==> src/rtl/gpio_pkg.sv <==
package gpio_pkg;

    typedef enum logic [0:0] {
        IRQ_IDLE = 1'b0,
        IRQ_PEND = 1'b1
    } irq_state_e;

endpackage

==> src/rtl/gpio_sync.sv <==
module gpio_sync #(
    parameter int           W    = 40,
    parameter logic [W-1:0] INIT = '1
) (
    input  logic         clk,
    input  logic         rst_n,
    input  logic [W-1:0] raw,
    output logic [W-1:0] sync,
    output logic [W-1:0] sync_prev
);

    logic [W-1:0] stage1;
    logic [W-1:0] stage2;
    logic [W-1:0] stage3;

    always_ff @(posedge clk or negedge rst_n) begin
        if (!rst_n) begin
            stage1 <= INIT;
            stage2 <= INIT;
            stage3 <= INIT;
        end else begin
            stage1 <= raw;
            stage2 <= stage1;
            stage3 <= stage2;
        end
    end

    assign sync      = stage2;
    assign sync_prev = stage3;

endmodule

==> src/rtl/gpio_port.sv <==
module gpio_port #(
    parameter int                PORT_W    = 8,
    parameter logic [PORT_W-1:0] FORCE_OUT = '0
) (
    input  logic              clk,
    input  logic              rst_n,
    input  logic              wr_data,
    input  logic              wr_ctrl,
    input  logic [PORT_W-1:0] wdata,
    input  logic [PORT_W-1:0] pad_sync,
    output logic [PORT_W-1:0] pad_out,
    output logic [PORT_W-1:0] pad_oe,
    output logic [PORT_W-1:0] rd_data,
    output logic [PORT_W-1:0] rd_ctrl
);

    logic [PORT_W-1:0] latch_q;
    logic [PORT_W-1:0] ctrl_q;
    logic [PORT_W-1:0] is_input;

    always_ff @(posedge clk or negedge rst_n) begin
        if (!rst_n) begin
            latch_q <= '1;
        end else if (wr_data) begin
            latch_q <= wdata;
        end
    end

    always_ff @(posedge clk or negedge rst_n) begin
        if (!rst_n) begin
            ctrl_q <= '1;
        end else if (wr_ctrl) begin
            ctrl_q <= wdata;
        end
    end

    always_comb begin
        is_input = ctrl_q & ~FORCE_OUT;
        pad_out  = latch_q;
        pad_oe   = ~is_input;
        rd_data  = (is_input & pad_sync) | (~is_input & latch_q);
        rd_ctrl  = ctrl_q;
    end

    AST_LATCH_HOLD: assert property (@(posedge clk) disable iff (!rst_n)
        !wr_data |=> $stable(pad_out));

    AST_OE_FOLLOWS_CTRL: assert property (@(posedge clk) disable iff (!rst_n)
        wr_ctrl |=> ((pad_oe | FORCE_OUT) == (~$past(wdata) | FORCE_OUT)));

    AST_FORCED_OE: assert property (@(posedge clk) disable iff (!rst_n)
        (pad_oe & FORCE_OUT) == FORCE_OUT);

endmodule

==> src/rtl/gpio_irq.sv <==
module gpio_irq
    import gpio_pkg::*;
(
    input  logic clk,
    input  logic rst_n,
    input  logic line_now,
    input  logic line_prev,
    input  logic rise_sel,
    input  logic irq_clear,
    output logic irq_pending
);

    irq_state_e state_q;
    irq_state_e state_d;
    logic       edge_hit;

    always_comb begin
        edge_hit = rise_sel ? (line_now & ~line_prev) : (~line_now & line_prev);
    end

    always_ff @(posedge clk or negedge rst_n) begin
        if (!rst_n) begin
            state_q <= IRQ_IDLE;
        end else begin
            state_q <= state_d;
        end
    end

    always_comb begin
        state_d = state_q;
        unique case (state_q)
            IRQ_IDLE: if (edge_hit) state_d = IRQ_PEND;
            IRQ_PEND: if (irq_clear && !edge_hit) state_d = IRQ_IDLE;
            default:  state_d = IRQ_IDLE;
        endcase
    end

    always_comb begin
        irq_pending = (state_q == IRQ_PEND);
    end

    AST_IRQ_STICKY: assert property (@(posedge clk) disable iff (!rst_n)
        (irq_pending && !irq_clear) |=> irq_pending);

    AST_IRQ_CLEAR: assert property (@(posedge clk) disable iff (!rst_n)
        (irq_pending && irq_clear && !edge_hit) |=> !irq_pending);

    AST_IRQ_SET_WINS: assert property (@(posedge clk) disable iff (!rst_n)
        edge_hit |=> irq_pending);

    AST_IRQ_QUIET_LINE: assert property (@(posedge clk) disable iff (!rst_n)
        (!irq_pending && (line_now == line_prev)) |=> !irq_pending);

endmodule

==> src/rtl/gpio_bank.sv <==
module gpio_bank #(
    parameter int                               NUM_PORTS      = 5,
    parameter int                               PORT_W         = 8,
    parameter int                               ADDR_W         = 8,
    parameter logic [ADDR_W-1:0]                BASE_ADDR      = 8'h12,
    parameter logic [NUM_PORTS*PORT_W-1:0]      WAKE_MASK      = 40'h00_000F_00FF,
    parameter logic [NUM_PORTS*PORT_W-1:0]      FORCE_OUT_MASK = 40'h1C_0000_0000,
    parameter int                               IRQ_PIN        = 18,
    parameter int                               POL_PIN        = 32
) (
    input  logic                        clk,
    input  logic                        rst_n,
    input  logic [ADDR_W-1:0]           bus_addr,
    input  logic                        bus_wr,
    input  logic [PORT_W-1:0]           bus_wdata,
    input  logic                        bus_rd,
    output logic [PORT_W-1:0]           bus_rdata,
    input  logic [NUM_PORTS*PORT_W-1:0] pad_in,
    output logic [NUM_PORTS*PORT_W-1:0] pad_out,
    output logic [NUM_PORTS*PORT_W-1:0] pad_oe,
    output logic                        wake_req,
    input  logic                        irq_clear,
    output logic                        irq_pending
);

    localparam int NUM_PINS = NUM_PORTS * PORT_W;

    logic [NUM_PINS-1:0]  sync;
    logic [NUM_PINS-1:0]  sync_prev;
    logic [NUM_PORTS-1:0] hit_data;
    logic [NUM_PORTS-1:0] hit_ctrl;
    logic [PORT_W-1:0]    port_rd_data [NUM_PORTS];
    logic [PORT_W-1:0]    port_rd_ctrl [NUM_PORTS];
    logic [PORT_W-1:0]    rd_val;
    logic                 rd_hit;

    gpio_sync #(
        .W    (NUM_PINS),
        .INIT ('1)
    ) u_sync (
        .clk       (clk),
        .rst_n     (rst_n),
        .raw       (pad_in),
        .sync      (sync),
        .sync_prev (sync_prev)
    );

    for (genvar p = 0; p < NUM_PORTS; p++) begin : g_port
        localparam logic [ADDR_W-1:0] DATA_ADDR = ADDR_W'(BASE_ADDR + 2 * p);
        localparam logic [ADDR_W-1:0] CTRL_ADDR = ADDR_W'(BASE_ADDR + 2 * p + 1);

        assign hit_data[p] = (bus_addr == DATA_ADDR);
        assign hit_ctrl[p] = (bus_addr == CTRL_ADDR);

        gpio_port #(
            .PORT_W    (PORT_W),
            .FORCE_OUT (FORCE_OUT_MASK[p*PORT_W +: PORT_W])
        ) u_port (
            .clk      (clk),
            .rst_n    (rst_n),
            .wr_data  (bus_wr & hit_data[p]),
            .wr_ctrl  (bus_wr & hit_ctrl[p]),
            .wdata    (bus_wdata),
            .pad_sync (sync[p*PORT_W +: PORT_W]),
            .pad_out  (pad_out[p*PORT_W +: PORT_W]),
            .pad_oe   (pad_oe[p*PORT_W +: PORT_W]),
            .rd_data  (port_rd_data[p]),
            .rd_ctrl  (port_rd_ctrl[p])
        );
    end

    always_comb begin
        rd_val = '0;
        rd_hit = 1'b0;
        for (int p = 0; p < NUM_PORTS; p++) begin
            if (hit_data[p]) begin
                rd_val = port_rd_data[p];
                rd_hit = 1'b1;
            end
            if (hit_ctrl[p]) begin
                rd_val = port_rd_ctrl[p];
                rd_hit = 1'b1;
            end
        end
    end

    always_ff @(posedge clk or negedge rst_n) begin
        if (!rst_n) begin
            bus_rdata <= '0;
        end else if (bus_rd) begin
            bus_rdata <= rd_val;
        end
    end

    assign wake_req = |((sync ^ sync_prev) & WAKE_MASK);

    gpio_irq u_irq (
        .clk         (clk),
        .rst_n       (rst_n),
        .line_now    (sync[IRQ_PIN]),
        .line_prev   (sync_prev[IRQ_PIN]),
        .rise_sel    (pad_out[POL_PIN]),
        .irq_clear   (irq_clear),
        .irq_pending (irq_pending)
    );

    AST_UNMAPPED_READ: assert property (@(posedge clk) disable iff (!rst_n)
        (bus_rd && !rd_hit) |=> (bus_rdata == '0));

    AST_RDATA_HOLD: assert property (@(posedge clk) disable iff (!rst_n)
        !bus_rd |=> $stable(bus_rdata));

    AST_UNMAPPED_WRITE: assert property (@(posedge clk) disable iff (!rst_n)
        (bus_wr && !rd_hit) |=> ($stable(pad_out) && $stable(pad_oe)));

    AST_WAKE_QUIET: assert property (@(posedge clk) disable iff (!rst_n)
        ((sync & WAKE_MASK) == (sync_prev & WAKE_MASK)) |-> !wake_req);

endmodule

==> config.mk <==
export PLATFORM = sky130hd
export DESIGN_NAME = gpio_bank
export DESIGN_NICKNAME = d
export VERILOG_FILES = /design/src/rtl/gpio_pkg.sv /design/src/rtl/gpio_sync.sv /design/src/rtl/gpio_port.sv /design/src/rtl/gpio_irq.sv /design/src/rtl/gpio_bank.sv
export SDC_FILE = /design/constraint.sdc
export NUM_CORES = 1
export LEC_CHECK = 0
export BUFFER_PORTS_ARGS = -buffer_cell sky130_fd_sc_hd__buf_4
export CAP_MARGIN = 20
export CORE_ASPECT_RATIO = 0.6
export CORE_UTILIZATION = 49
export DETAILED_ROUTE_END_ITERATION = 16
export PLACE_DENSITY = 0.83
export SLEW_MARGIN = 20
export SYNTH_ARGS = -nofsm -noshare
export SYNTH_HDL_FRONTEND = slang
export SYNTH_SLANG_ARGS = --single-unit
==> constraint.sdc <==
create_clock -name clk -period 1.35 [get_ports clk]
set_input_delay 0.27 -clock clk [delete_from_list [all_inputs] [get_ports clk]]
set_output_delay 0.27 -clock clk [all_outputs]
set_load 0.05 [all_outputs]
==> results <==
- The flow ran to the end, but the final reports show violations.
- The final reports fail on negative setup slack.
- Across the run, the number of max-cap violations was 0.
- The violation count after the first detailed-route iteration is 506.
- The max-slew violation count is 0.
- The clock tree root driver cell is sky130_fd_sc_hd__clkbuf_16.
- The tightest min-delay check is of the input pin to async pin type.
- In the routed design, unresolved DRC markers number 0.
- Counting flops with a built-in enable in the synthesized netlist gives 0.
- The final cell count without fillers is 1162.
- The area fraction of the dominant cell type after synthesis is 0.607.
- Synthesis produced 603 cells.
- The count of different cell masters after synthesis is 55.
- After clock tree synthesis, the clock-pin slew on the worst setup and hold paths is approximately 0.08 ns.
- Grouping stages by cell kind, the critical path spends the most delay in simple AND/OR/NAND/NOR gates.
- The number of I/O pins is between 150 and 200.
- After synthesis, the mean cell area works out to 11.9 µm².
- The net total in the final layout is 1020.
- TritonCTS built the clock tree.
- Measured on the finished design, the core utilization comes to 0.876.
- The met1 routing resource usage after global routing is 0.465.
- The final-report hold violation count is 0.
- The first global-routing pass estimated between 30000 and 40000 µm of wire.
- For this run, the total global-route usage over all layers was measured as 0.346.
- After floorplanning, the core was sized to cover 0.0140 mm².
- At the later pin of the worst-skew pair, clock insertion delay measures about 0.43 ns.
- The most used flip-flop cell after synthesis is sky130_fd_sc_hd__dfstp_2.
- Dividing the final minimum period by the clock period gives 1.61.
- The final count of negative-setup-slack endpoints is 139.
- The initial antenna violation count is 0.
- The reg2reg setup slack is -0.24 ns.
- The number of clock sinks is around 180.
- Based on the critical path, the design can be clocked at up to between 0.4 and 0.5 GHz.
- Relative to the synthesized area, the layout overhead comes to 70.3%.
- The number of buffers and inverters on the critical path is 1.
- The count of yosys warnings during synthesis is 0.
- The H-tree depth is 4.
- Adding up every negative setup slack in the final design gives -17.61 ns.
- The overall routed net length is roughly 28000 µm.
- Yosys attributes the largest share of cell area to sky130_fd_sc_hd__dfstp_2 61%, sky130_fd_sc_hd__mux2_2 8.0%, sky130_fd_sc_hd__o21ai_0 4.6%.
- The classification of the worst setup path is flop to output pin.
- Across the VDD grid, the largest voltage drop is between 0.0008 and 0.0009 V.
- The critical path required time is 1.08 ns.
- The highest-delay cell along the critical path is sky130_fd_sc_hd__dfstp_2.
- The die area is between 0.015 and 0.02 mm².
- The number of instances in the placed design is 1010.
- Power spread over the standard cell area amounts to 1150 mW/mm².
- The static leakage is ~5.4 nW.
- The total standard cell area after synthesis is between 0.007 and 0.008 mm².
- The top cell types in the final layout, fill and taps aside, are 189 x sky130_fd_sc_hd__buf_4, 166 x sky130_fd_sc_hd__dfstp_2, 64 x sky130_fd_sc_hd__buf_6, 60 x sky130_fd_sc_hd__buf_8, 40 x sky130_fd_sc_hd__o21ai_0.
- The detailed router placed 6734 vias in this run.
- The global-route layer with the greatest usage is met2.
- The category of the worst setup path capture point is an output pin.
- The kind of start point of the critical path is a flop.
- The TritonCTS buffer count is 17.
- The routing usage on met3 is 0.0869.
- The via count of the first global-routing pass is 6610.
- Setup repair after global routing could not meet its margin everywhere.
- The die is around 96 µm tall.
- The pre-antenna-repair detailed-routing pass consisted of 6 iterations.
- The maximum clock skew at final layout is roughly 0.011 ns.
- The average wire per cell in the routed design is 23.8 µm.
- The sequential cell area fraction in the yosys report is 0.639.
- The final weighted congestion of routability-driven global placement is a little under 0.9.
- In the final layout, the share of cells above drive strength 1 is 0.726.
- Using the TritonRoute via totals, the vias-per-cell ratio works out to 5.80.
- During placement, the flow inserted port buffers numbering between 100 and 150.
- The post-synthesis async set-or-reset flop share is 1.00.
- In the global route stage, met2 resource usage came out at 0.558.
- The most frequent standard cell in the layout excluding fill and tap cells is sky130_fd_sc_hd__buf_4.
- After global routing the overflow that remains totals 0.
- After legalization and detailed placement, the total HPWL measured 16000 µm.
- The setup slack of the critical path after layout is -0.828 ns.
- The maximum number of pins on one net before global-route repair is 42.
- The die outline width is 158 µm.
- The largest driver fanout on the critical path is 2.
- The library cell occupying the most area in the post-synthesis netlist is sky130_fd_sc_hd__dfstp_2.
- The count of nets left with antenna violations once routing finished came out at 0.
- The final critical path time including I/O delays and setup is 2.18 ns.
- The data arrival time at the worst-slack endpoint is around 1.9 ns.
- The clock passes through at most 2 buffers.
- In this design, the stage delay of the slowest critical-path cell is 0.56 ns.
- The repair_antennas step left the layout with diodes totalling 0.
- For this configuration, the core starts out at a cell density of 0.515.
- The number of placement rows is 33.
- The register bit total from synthesis is roughly 180.
- The critical path goes through xnor2_2, nand4_1, or3_4, buf_8.
## cell type report
type                            instances  area [µm²]
Sequential cell                       175        4590
Timing Repair Buffer                  370        3810
Multi-Input combinational cell        348        2800
Fill cell                             604        1730
Clock buffer                           17         425
Tap cell                              192         240
Clock inverter                         15         196
Inverter                               45         174
## cells by family after synthesis
logic type	after synthesis	share of synthesized area
adders and majority gates	2	0.00348
DFF	175	0.639
AOI/OAI and AO/OA	144	0.119
muxes	53	0.0828
and+or+nand+nor	135	0.0957
other	1	0.000522
xor gates and xnor gates	11	0.0134
buffers and inverters	82	0.0467
## metrics by stage
stage / worst slack (ns) / total power [mW] / instance area [µm²] / hold WS [ns]
after floorplan: -0.392 / 7.06 / 7380 / -0.0256
after global placement: -0.677 / 8.00 / 9490 / 0.346
after detailed placement: -0.725 / 8.05 / 9490 / 0.347
after CTS: -0.818 / 13.8 / 11700 / 0.0297
after global routing: -0.857 / 14.5 / 12200 / 0.0555
final: -0.828 / 14.1 / 12200 / 0.0260
## synth_stat cells (2+ instances only)
cell type                     n
sky130_fd_sc_hd__nor3_2       2
sky130_fd_sc_hd__mux2_2      51
sky130_fd_sc_hd__a22oi_1      2
sky130_fd_sc_hd__nand2b_1    12
sky130_fd_sc_hd__nor2_2       2
sky130_fd_sc_hd__buf_1        3
sky130_fd_sc_hd__o2111ai_1    2
sky130_fd_sc_hd__nor2_1      34
sky130_fd_sc_hd__o21ai_0     66
sky130_fd_sc_hd__o211ai_1     2
sky130_fd_sc_hd__nand2_1     43
sky130_fd_sc_hd__nand4_1      4
sky130_fd_sc_hd__buf_2        3
sky130_fd_sc_hd__buf_4        4
sky130_fd_sc_hd__dfrtp_1      9
sky130_fd_sc_hd__a211o_1      3
sky130_fd_sc_hd__a41oi_1      2
sky130_fd_sc_hd__nand3_2      2
sky130_fd_sc_hd__ha_1         2
sky130_fd_sc_hd__nor3_1       7
sky130_fd_sc_hd__clkbuf_1    25
sky130_fd_sc_hd__o22ai_1      3
sky130_fd_sc_hd__a211oi_1     8
sky130_fd_sc_hd__o2bb2ai_1    3
sky130_fd_sc_hd__a21oi_1     35
sky130_fd_sc_hd__and3_1       2
sky130_fd_sc_hd__dfstp_2    166
sky130_fd_sc_hd__nor2b_1      2
sky130_fd_sc_hd__nand3_1     13
sky130_fd_sc_hd__mux2i_1      2
sky130_fd_sc_hd__inv_1       45
sky130_fd_sc_hd__o32ai_1      2
sky130_fd_sc_hd__xnor2_1     11
sky130_fd_sc_hd__and4_1       3
sky130_fd_sc_hd__a31oi_1      3
sky130_fd_sc_hd__o221ai_1     6
## worst reg2reg max path, delay by kind of cell, from the launching register on
kind / cells / cell delay, ns
AO/OA/AOI/OAI: 3 / 0.66
AND/OR/NAND/NOR: 2 / 0.26
flip-flops: 1 / 0.58
## flip-flops by register name, summed over array words and instances (netlist names)
signal and flops:
bus_rdata 8, u_sync.sync 37, u_sync.stage1 37, u_irq.irq_pending 1, g_port.u_port.pad_out 40, g_port.u_port.rd_ctrl 40
u_sync.sync_prev 12
## layer usage
layer	share of wire	vias up
li1	-	2794
met1	0.39	3342
met2	0.47	506
met3	0.10	92
met4	0.035	0
met5	0	-
## final timing paths
kind                                             start                  end  cells after the start
setup / recovery                       u_sync.sync[16]             wake_req                      4
hold / removal                                   rst_n  u_sync.sync_prev[6]                      1
setup reg to reg           g_port[1].u_port.rd_ctrl[5]         bus_rdata[5]                      5
hold reg to reg                      u_sync.stage1[33]      u_sync.sync[33]                      0
max in group asynchronous                        rst_n    u_sync.stage1[25]                      2
min in group clk                             irq_clear    u_irq.irq_pending                      2
## repair_timing
item	CTS	global route
endpoints found under the setup margin	142	151
hold buffers	37	0
setup buffers	62	21
resized for setup	234	92
pin swaps	21	33
hold endpoints to repair	37	0
gates cloned	0	4
## where the power goes
part	switching [mW]	internal [mW]
combinational	1.58	1.27
sequential	0.224	5.76
clock	2.29	2.99
Power figures use the tool's default switching activity.
